`src/rtl/seg_xlate_pkg.sv`:
```
package seg_xlate_pkg;
  localparam int CFG_W    = 16;
  localparam int AM_LSB   = 4;
  localparam int AM_W     = 3;
  localparam int EU_BIT   = 3;
  localparam int BASE_LSB = 9;
  localparam int BASE_W   = 7;
  localparam logic [AM_W-1:0] AM_RSVD = 3'd6;

  typedef enum logic [1:0] {
    PRIV_KERN = 2'd0,
    PRIV_SUPV = 2'd1,
    PRIV_USER = 2'd2,
    PRIV_ERRL = 2'd3
  } priv_e;

  typedef enum logic [1:0] {
    OUT_UNMAP = 2'd0,
    OUT_TLB   = 2'd1,
    OUT_AERR  = 2'd2
  } outcome_e;

  typedef struct packed {
    logic [BASE_W-1:0] base;
    logic [AM_W-1:0]   am;
    logic              eu;
  } seg_cfg_t;
endpackage

```
`src/rtl/seg_cfg_sel.sv`:
```
module seg_cfg_sel
  import seg_xlate_pkg::*;
#(
  parameter int VA_W = 32
) (
  input  logic [VA_W-1:0] vaddr_i,
  input  logic [31:0]     segcfg0_i,
  input  logic [31:0]     segcfg1_i,
  input  logic [31:0]     segcfg2_i,
  output seg_cfg_t        cfg_o,
  output logic            user_o
);
  localparam int N_SLOT = 8;
  localparam int SLOT_W = $clog2(N_SLOT);

  logic [2:0][31:0]        regs;
  logic [N_SLOT-1:0][CFG_W-1:0] slot_cfg;
  logic [CFG_W-1:0]        raw;

  assign regs = {segcfg2_i, segcfg1_i, segcfg0_i};

  // slots 0..3 cover user space (two per half), 4..7 the upper regions
  for (genvar g = 0; g < N_SLOT; g++) begin : g_slot
    localparam int RIDX = (g < 4) ? 2 : ((g < 6) ? 1 : 0);
    localparam bit HI   = (g < 4) ? (g < 2) : ((g % 2) == 0);
    if (HI) begin : g_hi
      assign slot_cfg[g] = regs[RIDX][31:16];
    end else begin : g_lo
      assign slot_cfg[g] = regs[RIDX][15:0];
    end
  end

  assign raw          = slot_cfg[vaddr_i[VA_W-1 -: SLOT_W]];
  assign cfg_o.base   = raw[BASE_LSB +: BASE_W];
  assign cfg_o.am     = raw[AM_LSB +: AM_W];
  assign cfg_o.eu     = raw[EU_BIT];
  assign user_o       = ~vaddr_i[VA_W-1];
endmodule

```
`src/rtl/seg_access_dec.sv`:
```
module seg_access_dec
  import seg_xlate_pkg::*;
(
  input  priv_e           priv_i,
  input  logic [AM_W-1:0] am_i,
  input  logic            eu_i,
  output outcome_e        out_o
);
  always_comb begin
    out_o = OUT_AERR;
    if (am_i == AM_RSVD) begin
      out_o = OUT_AERR;
    end else if (priv_i == PRIV_ERRL && eu_i) begin
      out_o = OUT_UNMAP;
    end else begin
      unique case (priv_i)
        PRIV_KERN, PRIV_ERRL: begin
          unique case (am_i)
            3'd1, 3'd2, 3'd3: out_o = OUT_TLB;
            default:          out_o = OUT_UNMAP;
          endcase
        end
        PRIV_SUPV: begin
          unique case (am_i)
            3'd0, 3'd1:       out_o = OUT_AERR;
            3'd2, 3'd3, 3'd4: out_o = OUT_TLB;
            default:          out_o = OUT_UNMAP;
          endcase
        end
        default: begin
          unique case (am_i)
            3'd3, 3'd4: out_o = OUT_TLB;
            3'd7:       out_o = OUT_UNMAP;
            default:    out_o = OUT_AERR;
          endcase
        end
      endcase
    end
  end
endmodule

```
`src/rtl/seg_xlate.sv`:
```
module seg_xlate
  import seg_xlate_pkg::*;
#(
  parameter int PA_W        = 36,
  parameter int BASE_SHIFT  = 20,
  parameter int USER_OFF_W  = 30,
  parameter int KSEG_OFF_W  = 29
) (
  input  logic            clk_i,
  input  logic            rst_ni,
  input  logic            req_valid_i,
  input  logic [31:0]     vaddr_i,
  input  logic [1:0]      priv_i,
  input  logic [31:0]     segcfg0_i,
  input  logic [31:0]     segcfg1_i,
  input  logic [31:0]     segcfg2_i,
  output logic            res_valid_o,
  output logic [PA_W-1:0] paddr_o,
  output logic [2:0]      perm_rwx_o,
  output logic            tlb_req_o,
  output logic            addr_err_o,
  output logic            unmapped_o
);
  localparam int VA_W = 32;
  localparam logic [PA_W-1:0] USER_MASK = (PA_W'(1) << USER_OFF_W) - PA_W'(1);
  localparam logic [PA_W-1:0] KSEG_MASK = (PA_W'(1) << KSEG_OFF_W) - PA_W'(1);
  localparam int BASE_POS = BASE_LSB + BASE_SHIFT;

  seg_cfg_t        cfg;
  logic            user_rgn;
  outcome_e        outc;
  logic [PA_W-1:0] mask;
  logic [PA_W-1:0] base_ext;
  logic [PA_W-1:0] pa_nxt;

  seg_cfg_sel #(.VA_W(VA_W)) u_sel (
    .vaddr_i   (vaddr_i),
    .segcfg0_i (segcfg0_i),
    .segcfg1_i (segcfg1_i),
    .segcfg2_i (segcfg2_i),
    .cfg_o     (cfg),
    .user_o    (user_rgn)
  );

  seg_access_dec u_dec (
    .priv_i (priv_e'(priv_i)),
    .am_i   (cfg.am),
    .eu_i   (cfg.eu),
    .out_o  (outc)
  );

  assign mask     = user_rgn ? USER_MASK : KSEG_MASK;
  assign base_ext = PA_W'(cfg.base) << BASE_POS;
  assign pa_nxt   = (base_ext & ~mask) | (PA_W'(vaddr_i) & mask);

  always_ff @(posedge clk_i or negedge rst_ni) begin
    if (!rst_ni) begin
      res_valid_o <= 1'b0;
      tlb_req_o   <= 1'b0;
      addr_err_o  <= 1'b0;
      unmapped_o  <= 1'b0;
      perm_rwx_o  <= '0;
      paddr_o     <= '0;
    end else begin
      res_valid_o <= req_valid_i;
      tlb_req_o   <= req_valid_i && (outc == OUT_TLB);
      addr_err_o  <= req_valid_i && (outc == OUT_AERR);
      unmapped_o  <= req_valid_i && (outc == OUT_UNMAP);
      perm_rwx_o  <= (req_valid_i && (outc == OUT_UNMAP)) ? 3'b111 : 3'b000;
      if (req_valid_i) paddr_o <= pa_nxt;
    end
  end
endmodule

```
`config.mk`:
```
export PLATFORM = sky130hd
export DESIGN_NAME = seg_xlate
export DESIGN_NICKNAME = d
export VERILOG_FILES = /design/src/rtl/seg_xlate_pkg.sv /design/src/rtl/seg_cfg_sel.sv /design/src/rtl/seg_access_dec.sv /design/src/rtl/seg_xlate.sv
export SDC_FILE = /design/constraint.sdc
export NUM_CORES = 1
export LEC_CHECK = 0
export BUFFER_PORTS_ARGS = -buffer_cell sky130_fd_sc_hd__buf_2
export CAP_MARGIN = 40
export CORE_ASPECT_RATIO = 0.9
export CORE_MARGIN = 10
export CORE_UTILIZATION = 39
export DETAILED_ROUTE_END_ITERATION = 16
export PLACE_DENSITY = 0.9
export SLEW_MARGIN = 20
export SYNTH_ARGS = -nofsm -noshare
export SYNTH_HDL_FRONTEND = slang
export SYNTH_SLANG_ARGS = --single-unit
```
`constraint.sdc`:
```
create_clock -name clk_i -period 1 [get_ports clk_i]
set_input_delay 0.15 -clock clk_i [delete_from_list [all_inputs] [get_ports clk_i]]
set_output_delay 0.15 -clock clk_i [all_outputs]
set_load 0.01 [all_outputs]
```
Word-level counts from Yosys, hierarchy flattened. Cells that the tools add are included.

Flip-flop bits (word level): 43. Bits of input ports: 133.

Magnitude comparators: 1. Equality and inequality tests: 10. Multiplexer cells: 10. Bitwise operators: 4. Reduce and logical (&&, ||, !) cells: 12.

Operators with widths (count): $bmux 16 s3 (1); $and 36x36->36 (1); $not 30->36 (1); $or 36x32->36 (1); $and 32x30->32 (1); $mux 30 (1); $mux 16 (1); $pmux 2 s2 (3); $eq 3x3->1 const B (3); $eq 3x2->1 const B (2); $reduce_or 2->1 (3); $reduce_or 3->1 (2); $eq 2x1->1 const B (2); $eq 2x2->1 const B (2); $logic_and 1x1->1 (4); $logic_not 2->1 (2); $lt 3x4->1 const B (1); $mux 2 (2); $eq 3x1->1 const B (1); $logic_not 3->1 (1); $mux 3 (1); $mux 1 (1).

Longest topological paths before layout. Gate-level depths: netlist of run 1.

Depth after elaboration: 11. Gate-level depth with buffers: 8. Gate-level depth less buffers: 8.

By module. From an unflattened synthesis of run 1, not the netlist that was laid out.

Cell total of the unflattened synthesis: 148. Area, all modules: 2235.9 µm².

By module, submodules not included: seg_xlate (instances 1, cells each 88, area an instance 1506.4 µm²); seg_cfg_sel (instances 1, cells each 38, area an instance 571.8 µm²); seg_access_dec (instances 1, cells each 22, area an instance 157.7 µm²).

Least setup slack after synthesis of run 1. No wires, ideal clock.

Path kind: in2reg. Start: in vaddr_i[29]. End: reg tlb_req_o. Data arrival time: 1.649 ns. Setup slack: -0.769 ns. Stages: 7. Buffers on the path: 1. Cell sequence: buf_6 -> mux2_4 -> mux4_2 -> mux2i_1 -> o22ai_1 -> mux2i_1 -> and3b_1.

Cells in the longest elaborated chain, start to end: 10. Elaborated cells on any way between the ends: 22. Classes of those cells: eq/ne: 7; mux: 8; reduce/logical: 7.

RTL lines: from (decl) (line seg_xlate.sv:12) `input logic [31:0] vaddr_i,`; $bmux 16 s3 (*) (line seg_cfg_sel.sv:33) `assign raw = slot_cfg[vaddr_i[VA_W-1 -: SLOT_W]];`; $mux 16 (not written as such) (*) (line seg_cfg_sel.sv:33); $eq 3x2->1 (tied with other cells) (line seg_access_dec.sv:18, seg_access_dec.sv:24); $reduce_or 3->1 (tied with other cells) (line seg_access_dec.sv:24) `unique case (am_i)`; $pmux 2 s2 (tied with other cells) (line seg_access_dec.sv:24); $pmux 2 s2 (line seg_access_dec.sv:16) `unique case (priv_i)`; $mux 2 (line seg_access_dec.sv:13) `end else if (priv_i == PRIV_ERRL && eu_i) begin`; $mux 2 (*) (line seg_access_dec.sv:11) `if (am_i == AM_RSVD) begin`; $eq 2x1->1 (*) (line seg_xlate.sv:66) `tlb_req_o <= req_valid_i && (outc == OUT_TLB);`; $logic_and 1x1->1 (*) (line seg_xlate.sv:66); to (signal assigned) (line seg_xlate.sv:66); to (decl) (line seg_xlate.sv:20) `output logic tlb_req_o,`.

Mark *: on every way between the ends. The rest lies on a longest branch, timed or not. The select of a mux whose other input is x is not followed. A chain may end at the register's enable or synchronous reset.

Worst setup path in the final report of run 1. Ends and elaborated chain as after synthesis.

==> run metrics, run 1 <==
flop-to-flop setup slack 100 ps; cell-by-cell trace of the critical path buf_12 > mux2_4 > mux4_2 > mux2i_1 > o22ai_1 > mux2i_1 > and3b_1; worst skew pair latency 280 ps; residual overflow from global routing 0; Post-synth EDFFs 0; post-route DRC violation count 0; initial antenna violation count 1; cell taking the most area after synthesis sky130_fd_sc_hd__dfrtp_1; global-route wire length before repair 11.5 mm; depth of the CTS H-tree 2; starting density of the core 0.402; Internal Pwr Total 0.00323 W; maximum achievable frequency 623 MHz; Reg power frac 0.429; violated checks setup timing; weighted congestion reported at the end of routability-driven placement 0.851; detailed placer's ending HPWL 6.09 mm; run status finished, violations left; category of the critical setup timing path in2reg; global routing usage summed across all routing layers 0.161; final hold slack 52.0 ps; HP Start req_valid_i; clk slew on worst S/H paths 80 ps; LEAKAGE 1.67 nW; total via count after detailed routing 1865; switching portion of total power 0.262; Clock Tree Buf Depth 2; unrepaired setup endpoints after global routing yes; final hold viol count 0; actual transition at the worst max-transition pin 292 ps; iteration-0 DRC count of the detailed router 48; CTS tree yes; end of the worst register-to-register path paddr_o[7]; relative slew slack 0.803; endpoint required time on the critical path 1170 ps; post-synthesis register bit count 40; vias in the first global route 2235; pins over their slew limit 0; worst min path class in2reg; detailed-route wire length per cell 18.9 um; clock root buffer sky130_fd_sc_hd__clkbuf_8; cell repeated most along the worst path sky130_fd_sc_hd__mux2i_1; die area 8760 um2; number of rows created at floorplan 25; Final Total Pwr 0.00437 W; post-route cell area 3230 um2; crit end category register; instance area after placement 2970 um2; Reg2Reg Launch Point paddr_o[7]; count of buffering cells on the critical path with inverters included 1; number of unique standard cell types used by synthesis 24; final setup skew 0 ps; relative area change from synthesis to final layout 53.1%; combinational share of power 0.277; setup violation total in the final timing report 9; placeable core region 5260 um2; ys flop type sky130_fd_sc_hd__dfrtp_1; share of layout cells above drive strength 1 0.717; count of antenna-violating nets left after detailed routing 0; total power divided by cell area 1350 nW/um2; Worst Hold Path EP res_valid_o; most numerous cell in the Yosys netlist sky130_fd_sc_hd__mux2_2; fin crit period 1600 ps; final wirelength 7.23 mm; sequential share of the synthesized area 0.474; vias per cell 4.87; maximum number of pins on one net before global-route repair 30; count of TritonRoute iterations in the first routing pass 4; Clock power frac 0.293; most common library cells after synthesis 42 x sky130_fd_sc_hd__mux2_2, 40 x sky130_fd_sc_hd__dfrtp_1, 10 x sky130_fd_sc_hd__mux2i_1; synthesized area per cell 13.6 um2; setup ws final -604 ps; max capacitance violation total 0; crit path DAT 1780 ps; reg2reg path depth 2; CP startpoint kind input port; final-stage net count 450; power dissipated by switching net loads 0.00114 W; Slowest cell on crit path sky130_fd_sc_hd__mux4_2; die height 89.8 um; buffers added on ports 143; Area contributors post-synth sky130_fd_sc_hd__dfrtp_1 47%, sky130_fd_sc_hd__mux2_2 22%, sky130_fd_sc_hd__mux4_2 9.6%, sky130_fd_sc_hd__mux2i_1 4.7%, sky130_fd_sc_hd__o21ai_0 1.9%; count of boundary I/O pins 176; sinks on the clock net 40; Final Cycle Share 1.60; number of warning messages in the yosys log 0; Critical Path Start vaddr_i[29]; number of buffers created by CTS 5; worst voltage drop across the vdd grid 0.880 mV; synthesized net count 291; maximum cell stage delay along the critical path 540 ps; summed instance area of the synthesized netlist 2110 um2; asr flop ratio synth 1.00; biggest fanout along the worst timing path 7; kind of cell with the highest combined delay on the critical path multiplexers; die width 97.6 um; share of the synthesized area in the top cell type 0.474; hold path cells 1; synthesized instance count 155
-- registers in the layout, indices dropped and copies added (netlist names) --
signal / count
res_valid_o: 1
addr_err_o: 1
paddr_o: 36
tlb_req_o: 1
perm_rwx_o: 1
-- stage by stage --
stage	worst slack [ps]	std cells	setup TNS [ps]	utilization
after detailed placement	-992	364	-7330	0.565
after global routing	-646	383	-3970	0.615
after global placement	-908	364	-6920	0.565
final	-604	383	-3420	0.615
after floorplan	-767	155	-5990	-
after CTS	-581	378	-3380	0.606
-- placed cells by master, fill, tap and decap left out, types with 2 or more instances in the layout --
cell | netlist | routed
sky130_fd_sc_hd__nor2_1 | 3 | 3
sky130_fd_sc_hd__o21ai_1 | 0 | 4
sky130_fd_sc_hd__nand2_1 | 8 | 7
sky130_fd_sc_hd__buf_12 | 0 | 5
sky130_fd_sc_hd__mux2i_1 | 10 | 10
sky130_fd_sc_hd__mux2_2 | 42 | 38
sky130_fd_sc_hd__o22ai_1 | 3 | 3
sky130_fd_sc_hd__dfrtp_1 | 40 | 40
sky130_fd_sc_hd__buf_2 | 3 | 139
sky130_fd_sc_hd__clkbuf_8 | 0 | 5
sky130_fd_sc_hd__ha_1 | 3 | 3
sky130_fd_sc_hd__and3b_1 | 2 | 2
sky130_fd_sc_hd__buf_4 | 3 | 15
sky130_fd_sc_hd__mux2_4 | 2 | 6
sky130_fd_sc_hd__buf_6 | 1 | 4
sky130_fd_sc_hd__mux4_2 | 9 | 9
sky130_fd_sc_hd__inv_1 | 2 | 2
sky130_fd_sc_hd__o21ai_0 | 8 | 4
sky130_fd_sc_hd__mux2_1 | 2 | 2
-- routing by layer --
metal  vias to the layer above  part of all wire  GRT usage
met1                       905              0.34      0.150
li1                        879                 -          -
met5                         -                 0          0
met2                        65              0.57      0.316
met4                         0             0.022     0.0448
met3                        16             0.070     0.0597
-- logic make-up after synthesis --
| kind of cell | after synthesis | synth area share |
|---|---|---|
| DFF | 40 | 0.474 |
| muxes | 65 | 0.392 |
| buffers and inverters | 15 | 0.0373 |
| AOI/OAI and AO/OA | 15 | 0.0391 |
| adders and majority gates | 3 | 0.0178 |
| and+or+nand+nor | 17 | 0.0397 |
-- power by group through the flow --
stage	sequential (W)	clock, W	combinational [W]
finish	0.00188	0.00128	0.00121
global route	0.00190	0.00139	0.00132
CTS	0.00188	0.00132	0.00119
detailed placement	0.00191	0	0.00113
global placement	0.00189	0	0.00109
floorplan	0.00199	0	0.000506
-- cell type report --
class,instances,area [um2]
fill,471,2020
multi-input combinational,100,1050
sequential,40,1000
timing repair buffer,165,978
tap,67,83.8
clock buffer,6,72.6
clock inverter,2,35.0
inverter,2,7.51
antenna,1,2.50
-- how the worst max path moves through the flow --
stage,end,slack [ps],depth (start not counted)
after floorplan,tlb_req_o,-770,7
after global placement,tlb_req_o,-910,7
after detailed placement,tlb_req_o,-990,7
after CTS,tlb_req_o,-580,7
after global routing,tlb_req_o,-650,7
final,tlb_req_o,-600,7
-- timing repair --
item	4_1_cts	5_1_grt
setup endpoints to repair	10	30
hold buffers	1	0
setup buffers	5	4
resized for setup	20	4
endpoints found under the hold margin	11	0
pin swaps	6	0
(Power assumes the default switching activity.)
==> run 2: changes to the inputs <==
--- a/config.mk
+++ b/config.mk
@@ -11,6 +11,7 @@
 export CORE_MARGIN = 10
 export CORE_UTILIZATION = 39
 export DETAILED_ROUTE_END_ITERATION = 16
+export HOLD_SLACK_MARGIN = 0.1
 export PLACE_DENSITY = 0.9
 export SLEW_MARGIN = 20
 export SYNTH_ARGS = -nofsm -noshare
==> run metrics, run 2 (same netlist as run 1, synthesis figures left out) <==
detailed placer's ending HPWL 6.09 mm (unchanged); final-stage net count 474 (+5.3%); count of TritonRoute iterations in the first routing pass 4 (unchanged); Final Cycle Share 1.60 (-0.00762); combinational share of power 0.289 (+0.012); leading cell types in the layout, fill and taps excluded 139 x sky130_fd_sc_hd__buf_2, 40 x sky130_fd_sc_hd__dfrtp_1, 38 x sky130_fd_sc_hd__mux2_2; weighted congestion reported at the end of routability-driven placement 0.851 (unchanged); category of the critical setup timing path in2reg; CP startpoint kind input port; run status finished, violations left; pins over their slew limit 0 (unchanged); unrepaired setup endpoints after global routing yes; clk slew on worst S/H paths 80 ps (about the same); endpoint required time on the critical path 1170 ps (about the same); final hold viol count 0 (unchanged); initial antenna violation count 2 (+1); maximum number of pins on one net before global-route repair 30 (unchanged); final wirelength 7.56 mm (+4.6%); Internal Pwr Total 0.00328 W (+1.8%); relative area change from synthesis to final layout 64.8%; depth of the CTS H-tree 2 (unchanged); max capacitance violation total 0 (unchanged); sinks on the clock net 40 (unchanged); most common library cell in the layout ignoring fill and taps sky130_fd_sc_hd__buf_2; die width 97.6 um (unchanged); number of rows created at floorplan 25 (unchanged); crit end category register; setup ws final -597 ps (+7.62 ps); LEAKAGE 1.76 nW (+6.0%); final setup skew 0 ps (unchanged); residual overflow from global routing 0 (unchanged); actual transition at the worst max-transition pin 293 ps (+1.16 ps); vias per cell 4.86 (-0.24%); crit path DAT 1770 ps (about the same); detailed-route wire length per cell 18.5 um (-1.8%); CTS tree yes; number of buffers created by CTS 5 (unchanged); power dissipated by switching net loads 0.00116 W (+1.7%); total power divided by cell area 1280 nW/um2 (-5.4%); die area 8760 um2 (unchanged); Final Total Pwr 0.00445 W (+1.8%); fin crit period 1600 ps (-7.62 ps); setup violation total in the final timing report 9 (unchanged); vias in the first global route 2341 (+4.7%); placeable core region 5260 um2 (unchanged); Clock Tree Buf Depth 2 (unchanged); instance area after placement 2970 um2 (unchanged); buffers added on ports 143 (unchanged); share of layout cells above drive strength 1 0.664 (-0.0537); Reg power frac 0.422 (-0.007); flip-flop count of the largest register, all copies and words added 36 (unchanged); worst min path class in2reg; violated checks setup timing; top register by number of flip-flops paddr_o; global-route wire length before repair 12.0 mm (+4.3%); relative slew slack 0.803 (about the same); worst voltage drop across the vdd grid 0.930 mV (+5.7%); biggest fanout along the worst timing path 7 (unchanged); count of antenna-violating nets left after detailed routing 0 (unchanged); post-route cell area 3480 um2 (+7.6%); die height 89.8 um (unchanged); maximum achievable frequency 626 MHz (+0.48%); worst skew pair latency 280 ps (about the same); count of boundary I/O pins 176 (unchanged); final hold slack 103 ps (+50.6 ps); total via count after detailed routing 1982 (+6.3%); clock root buffer sky130_fd_sc_hd__clkbuf_8; Clock power frac 0.289 (-0.004); starting density of the core 0.402 (unchanged); global routing usage summed across all routing layers 0.167 (+0.00609); iteration-0 DRC count of the detailed router 50 (+4.2%); switching portion of total power 0.261 (-0.000306); post-route DRC violation count 0 (unchanged)
==> run 2: final cells by class <==
cell class | count | area, um2
Multi-Input combinational cell | 100 | 1050
Tap cell | 67 | 83.8
Inverter | 2 | 7.51
Sequential cell | 40 | 1000
Timing Repair Buffer | 189 | 1220
Fill cell | 427 | 1780
Antenna cell | 2 | 5.00
Clock buffer | 6 | 72.6
Clock inverter | 2 | 35.0
==> run 2: timing repair <==
item	in CTS	in global routing
pin swaps	6	0
hold buffers	20	6
cloned	0	0
endpoints found under the hold margin	59	6
setup buffers	5	3
setup endpoints to repair	10	30
gates resized for setup	20	4
==> run 2: critical path: stages <==
cell and delay [ps]:
sky130_fd_sc_hd__buf_12 110, sky130_fd_sc_hd__mux2_4 290, sky130_fd_sc_hd__mux4_2 540, sky130_fd_sc_hd__mux2i_1 170, sky130_fd_sc_hd__o22ai_1 90, sky130_fd_sc_hd__mux2i_1 210, sky130_fd_sc_hd__and3b_1 200
==> run 2: power groups by stage <==
stage	combinational, W	sequential [W]	clock (W)
3_3_place_gp	0.00109	0.00189	0
6_report	0.00128	0.00188	0.00129
5_1_grt	0.00140	0.00190	0.00140
2_1_floorplan	0.000506	0.00199	0
3_5_place_dp	0.00113	0.00191	0
4_1_cts	0.00125	0.00188	0.00132
==> run 2: worst paths after layout <==
path                              from     endpoint  slack, ps  cells past startpoint
max in group asynchronous       rst_ni  paddr_o[31]        270                      3
hold reg to reg            paddr_o[33]  paddr_o[33]        500                      1
setup reg to reg           paddr_o[34]  paddr_o[34]        100                      2
min in group asynchronous       rst_ni   paddr_o[4]        270                      2
setup / recovery           vaddr_i[29]    tlb_req_o       -600                      7
hold / removal             vaddr_i[21]  paddr_o[21]        100                      2
==> run 2: per-layer routing <==
| metal | GRT usage | vias to the layer above | part of all wire |
|---|---|---|---|
| li1 | - | 928 | - |
| met1 | 0.154 | 972 | 0.34 |
| met2 | 0.328 | 66 | 0.58 |
| met3 | 0.0597 | 16 | 0.065 |
| met4 | 0.0545 | 0 | 0.021 |
| met5 | 0 | - | 0 |
==> run 2: per-stage QoR <==
| step | TNS (ps) | setup slack [ps] | std cells | util |
|---|---|---|---|---|
| 2_1_floorplan | -5990 | -767 | 155 | - |
| 3_3_place_gp | -6920 | -908 | 364 | 0.565 |
| 3_5_place_dp | -7330 | -992 | 364 | 0.565 |
| 4_1_cts | -3380 | -581 | 397 | 0.643 |
| 5_1_grt | -3990 | -646 | 408 | 0.662 |
| 6_report | -3410 | -597 | 408 | 0.662 |
==> run 3: changes to the inputs <==
--- a/config.mk
+++ b/config.mk
@@ -9,11 +9,12 @@
 export CAP_MARGIN = 40
 export CORE_ASPECT_RATIO = 0.9
 export CORE_MARGIN = 10
-export CORE_UTILIZATION = 39
+export CORE_UTILIZATION = 40
 export DETAILED_ROUTE_END_ITERATION = 16
 export HOLD_SLACK_MARGIN = 0.1
 export PLACE_DENSITY = 0.9
 export SLEW_MARGIN = 20
 export SYNTH_ARGS = -nofsm -noshare
 export SYNTH_HDL_FRONTEND = slang
+export SYNTH_HIERARCHICAL = 1
 export SYNTH_SLANG_ARGS = --single-unit
==> run metrics, run 3 <==
biggest fanout along the worst timing path 8 (+1); final wirelength 7.24 mm (-4.3%); post-synthesis register bit count 40 (unchanged); number of warning messages in the yosys log 6 (+6); setup violation total in the final timing report 10 (+1); count of TritonRoute iterations in the first routing pass 4 (unchanged); initial antenna violation count 0 (-2); number of buffers created by CTS 5 (unchanged); Final Cycle Share 1.88 (+0.288); LEAKAGE 1.89 nW (+7.1%); number of unique standard cell types used by synthesis 25 (+4.2%); total via count after detailed routing 1994 (+0.61%); starting density of the core 0.418 (+0.0161); die height 90.9 um (+1.2%); synthesized area per cell 15.1 um2 (+11%); actual transition at the worst max-transition pin 307 ps (+14.4 ps); sinks on the clock net 40 (unchanged); worst voltage drop across the vdd grid 0.958 mV (+3.0%); die area 8980 um2 (+2.5%); final setup skew 0 ps (unchanged); asr flop ratio synth 1.00 (unchanged); sequential share of the synthesized area 0.448 (-0.0263); crit path DAT 2060 ps (+290 ps); Area contributors post-synth sky130_fd_sc_hd__dfrtp_1 45%, sky130_fd_sc_hd__mux2_2 19%, sky130_fd_sc_hd__mux4_2 11%, sky130_fd_sc_hd__mux2_4 7.4%, sky130_fd_sc_hd__mux2_1 4.5%; fin crit period 1880 ps (+288 ps); maximum number of pins on one net before global-route repair 41 (+37%); detailed-route wire length per cell 17.7 um (-4.8%); weighted congestion reported at the end of routability-driven placement 0.840 (-1.3%); share of the synthesized area in the top cell type 0.448 (-0.0263); max capacitance violation total 0 (unchanged); endpoint required time on the critical path 1170 ps (about the same); count of antenna-violating nets left after detailed routing 0 (unchanged); buffers added on ports 145 (+1.4%); summed instance area of the synthesized netlist 2240 um2 (+5.9%); Reg power frac 0.409 (-0.013); detailed placer's ending HPWL 5.62 mm (-7.6%); maximum achievable frequency 531 MHz (-15%); final hold viol count 0 (unchanged); Fin Setup TNS -5870 ps (-2460 ps); vias per cell 4.86 (+0.11%); Clock Tree Buf Depth 2 (unchanged); placeable core region 5350 um2 (+1.8%); instance area after placement 3090 um2 (+4.0%); global routing usage summed across all routing layers 0.152 (-0.0153); CTS tree yes; most common library cells after synthesis 40 x sky130_fd_sc_hd__dfrtp_1, 37 x sky130_fd_sc_hd__mux2_2, 11 x sky130_fd_sc_hd__mux2_4, 11 x sky130_fd_sc_hd__mux4_2, 9 x sky130_fd_sc_hd__mux2_1; category of the critical setup timing path in2reg; total power divided by cell area 1240 nW/um2 (-2.8%); share of layout cells above drive strength 1 0.732 (+0.0681); worst skew pair latency 280 ps (about the same); setup ws final -884 ps (-288 ps); Final Total Pwr 0.00461 W (+3.6%); Internal Pwr Total 0.00343 W (+4.5%); leading cell types in the layout, fill and taps excluded 139 x sky130_fd_sc_hd__buf_2, 40 x sky130_fd_sc_hd__dfrtp_1, 32 x sky130_fd_sc_hd__mux2_2; Post-synth EDFFs 0 (unchanged); CP startpoint kind input port; relative slew slack 0.795 (-0.00751); post-route cell area 3710 um2 (+6.7%); cell taking the most area after synthesis sky130_fd_sc_hd__dfrtp_1; residual overflow from global routing 0 (unchanged); worst min path class in2reg; post-route DRC violation count 0 (unchanged); crit end category register; depth of the CTS H-tree 2 (unchanged); most common library cell in the layout ignoring fill and taps sky130_fd_sc_hd__buf_2; iteration-0 DRC count of the detailed router 62 (+24%); top register by number of flip-flops paddr_o; global-route wire length before repair 11.2 mm (-6.6%); vias in the first global route 2226 (-4.9%); switching portion of total power 0.255 (-0.00629); unrepaired setup endpoints after global routing yes; Antenna diodes 0 (-2); pins over their slew limit 0 (unchanged); final-stage net count 478 (+0.84%); combinational share of power 0.316 (+0.027); violated checks setup timing; number of rows created at floorplan 25 (unchanged); count of boundary I/O pins 176 (unchanged); total of fill cells in the finished design 387 (-9.4%); clock root buffer sky130_fd_sc_hd__clkbuf_8; synthesized net count 284 (-2.4%); flip-flop count of the largest register, all copies and words added 36 (unchanged); power dissipated by switching net loads 0.00118 W (+1.1%); clk slew on worst S/H paths 70 ps (about the same); run status finished, violations left; ys flop type sky130_fd_sc_hd__dfrtp_1; relative area change from synthesis to final layout 66.0%; most numerous cell in the Yosys netlist sky130_fd_sc_hd__dfrtp_1; synthesized instance count 148 (-4.5%); die width 98.8 um (+1.3%); Clock power frac 0.275 (-0.014)
## run 3: cell count changes in the layout (fill, tap and decap cells not counted), sizes merged, moves of 3 or more
cell	delta
nand2	-6
mux2	+11
buf	+7
o21ai	-5
o22ai	-3
mux2i	-8
## run 3: cell type report
class | count | area, um2 | share of cell area
tap | 67 | 83.8 | 0.0226
clock inverter | 3 | 42.5 | 0.0115
sequential | 40 | 1000 | 0.270
multi-input combinational | 93 | 1180 | 0.319
timing repair buffer | 198 | 1320 | 0.355
clock buffer | 5 | 68.8 | 0.0185
inverter | 4 | 15.0 | 0.00405
## run 3: final timing paths
kind	start	slack, ps	end	cells after the start
setup / recovery	vaddr_i[29]	-880	addr_err_o	8
hold reg to reg	paddr_o[15]	510	paddr_o[15]	1
hold / removal	vaddr_i[14]	120	paddr_o[14]	2
max in group asynchronous	rst_ni	460	paddr_o[31]	3
min in group asynchronous	rst_ni	350	paddr_o[15]	3
setup reg to reg	paddr_o[34]	90	paddr_o[34]	2
## run 3: worst max-delay path: stages
cell and delay (ps):
sky130_fd_sc_hd__buf_12 120, sky130_fd_sc_hd__mux2_4 280, sky130_fd_sc_hd__mux4_2 520, sky130_fd_sc_hd__and2b_2 230, sky130_fd_sc_hd__o21ai_1 60, sky130_fd_sc_hd__a222oi_1 330
sky130_fd_sc_hd__buf_4 190, sky130_fd_sc_hd__and3b_1 170
## run 3: cell families (layout without fill, tap and decap cells)
family / after synthesis / in the layout / share of synthesized area
muxes: 70 / 70 / 0.425
buffers and inverters: 15 / 210 / 0.0509
adders and majority gates: 3 / 3 / 0.0168
and+or+nand+nor: 11 / 11 / 0.0319
DFF: 40 / 40 / 0.448
AOI/OAI and AO/OA: 9 / 9 / 0.0274
## run 3: per-stage QoR
step	std cells	worst slack, ps	util	hold slack, ps
6_report	410	-884	0.694	120
5_1_grt	410	-924	0.694	103
4_1_cts	402	-788	0.673	101
3_5_place_dp	362	-1300	0.577	135
3_3_place_gp	362	-1230	0.577	132
2_1_floorplan	148	-1040	-	-146
## run 3: timing repair
action / CTS / global route
endpoints found under the hold margin: 66 / 1
endpoints found under the setup margin: 11 / 24
gates resized for setup: 22 / 10
hold buffers: 27 / 1
setup buffers: 4 / 9
cloned: 1 / 0
pin swaps: 3 / 4
## run 3: metal layers
layer / vias to the layer above / track usage / wire length, um
li1: 933 / - / -
met1: 967 / 0.138 / 2390
met2: 90 / 0.299 / 4150
met3: 4 / 0.0643 / 656
met4: 0 / 0.0322 / 34
met5: - / 0 / 0
## run 3: power groups by stage
stage	Sequential [W]	Combinational [W]	Clock, W
6_report	0.00188	0.00146	0.00127
5_1_grt	0.00190	0.00157	0.00140
4_1_cts	0.00188	0.00137	0.00134
3_5_place_dp	0.00191	0.00118	0
3_3_place_gp	0.00190	0.00114	0
2_1_floorplan	0.00200	0.000548	0
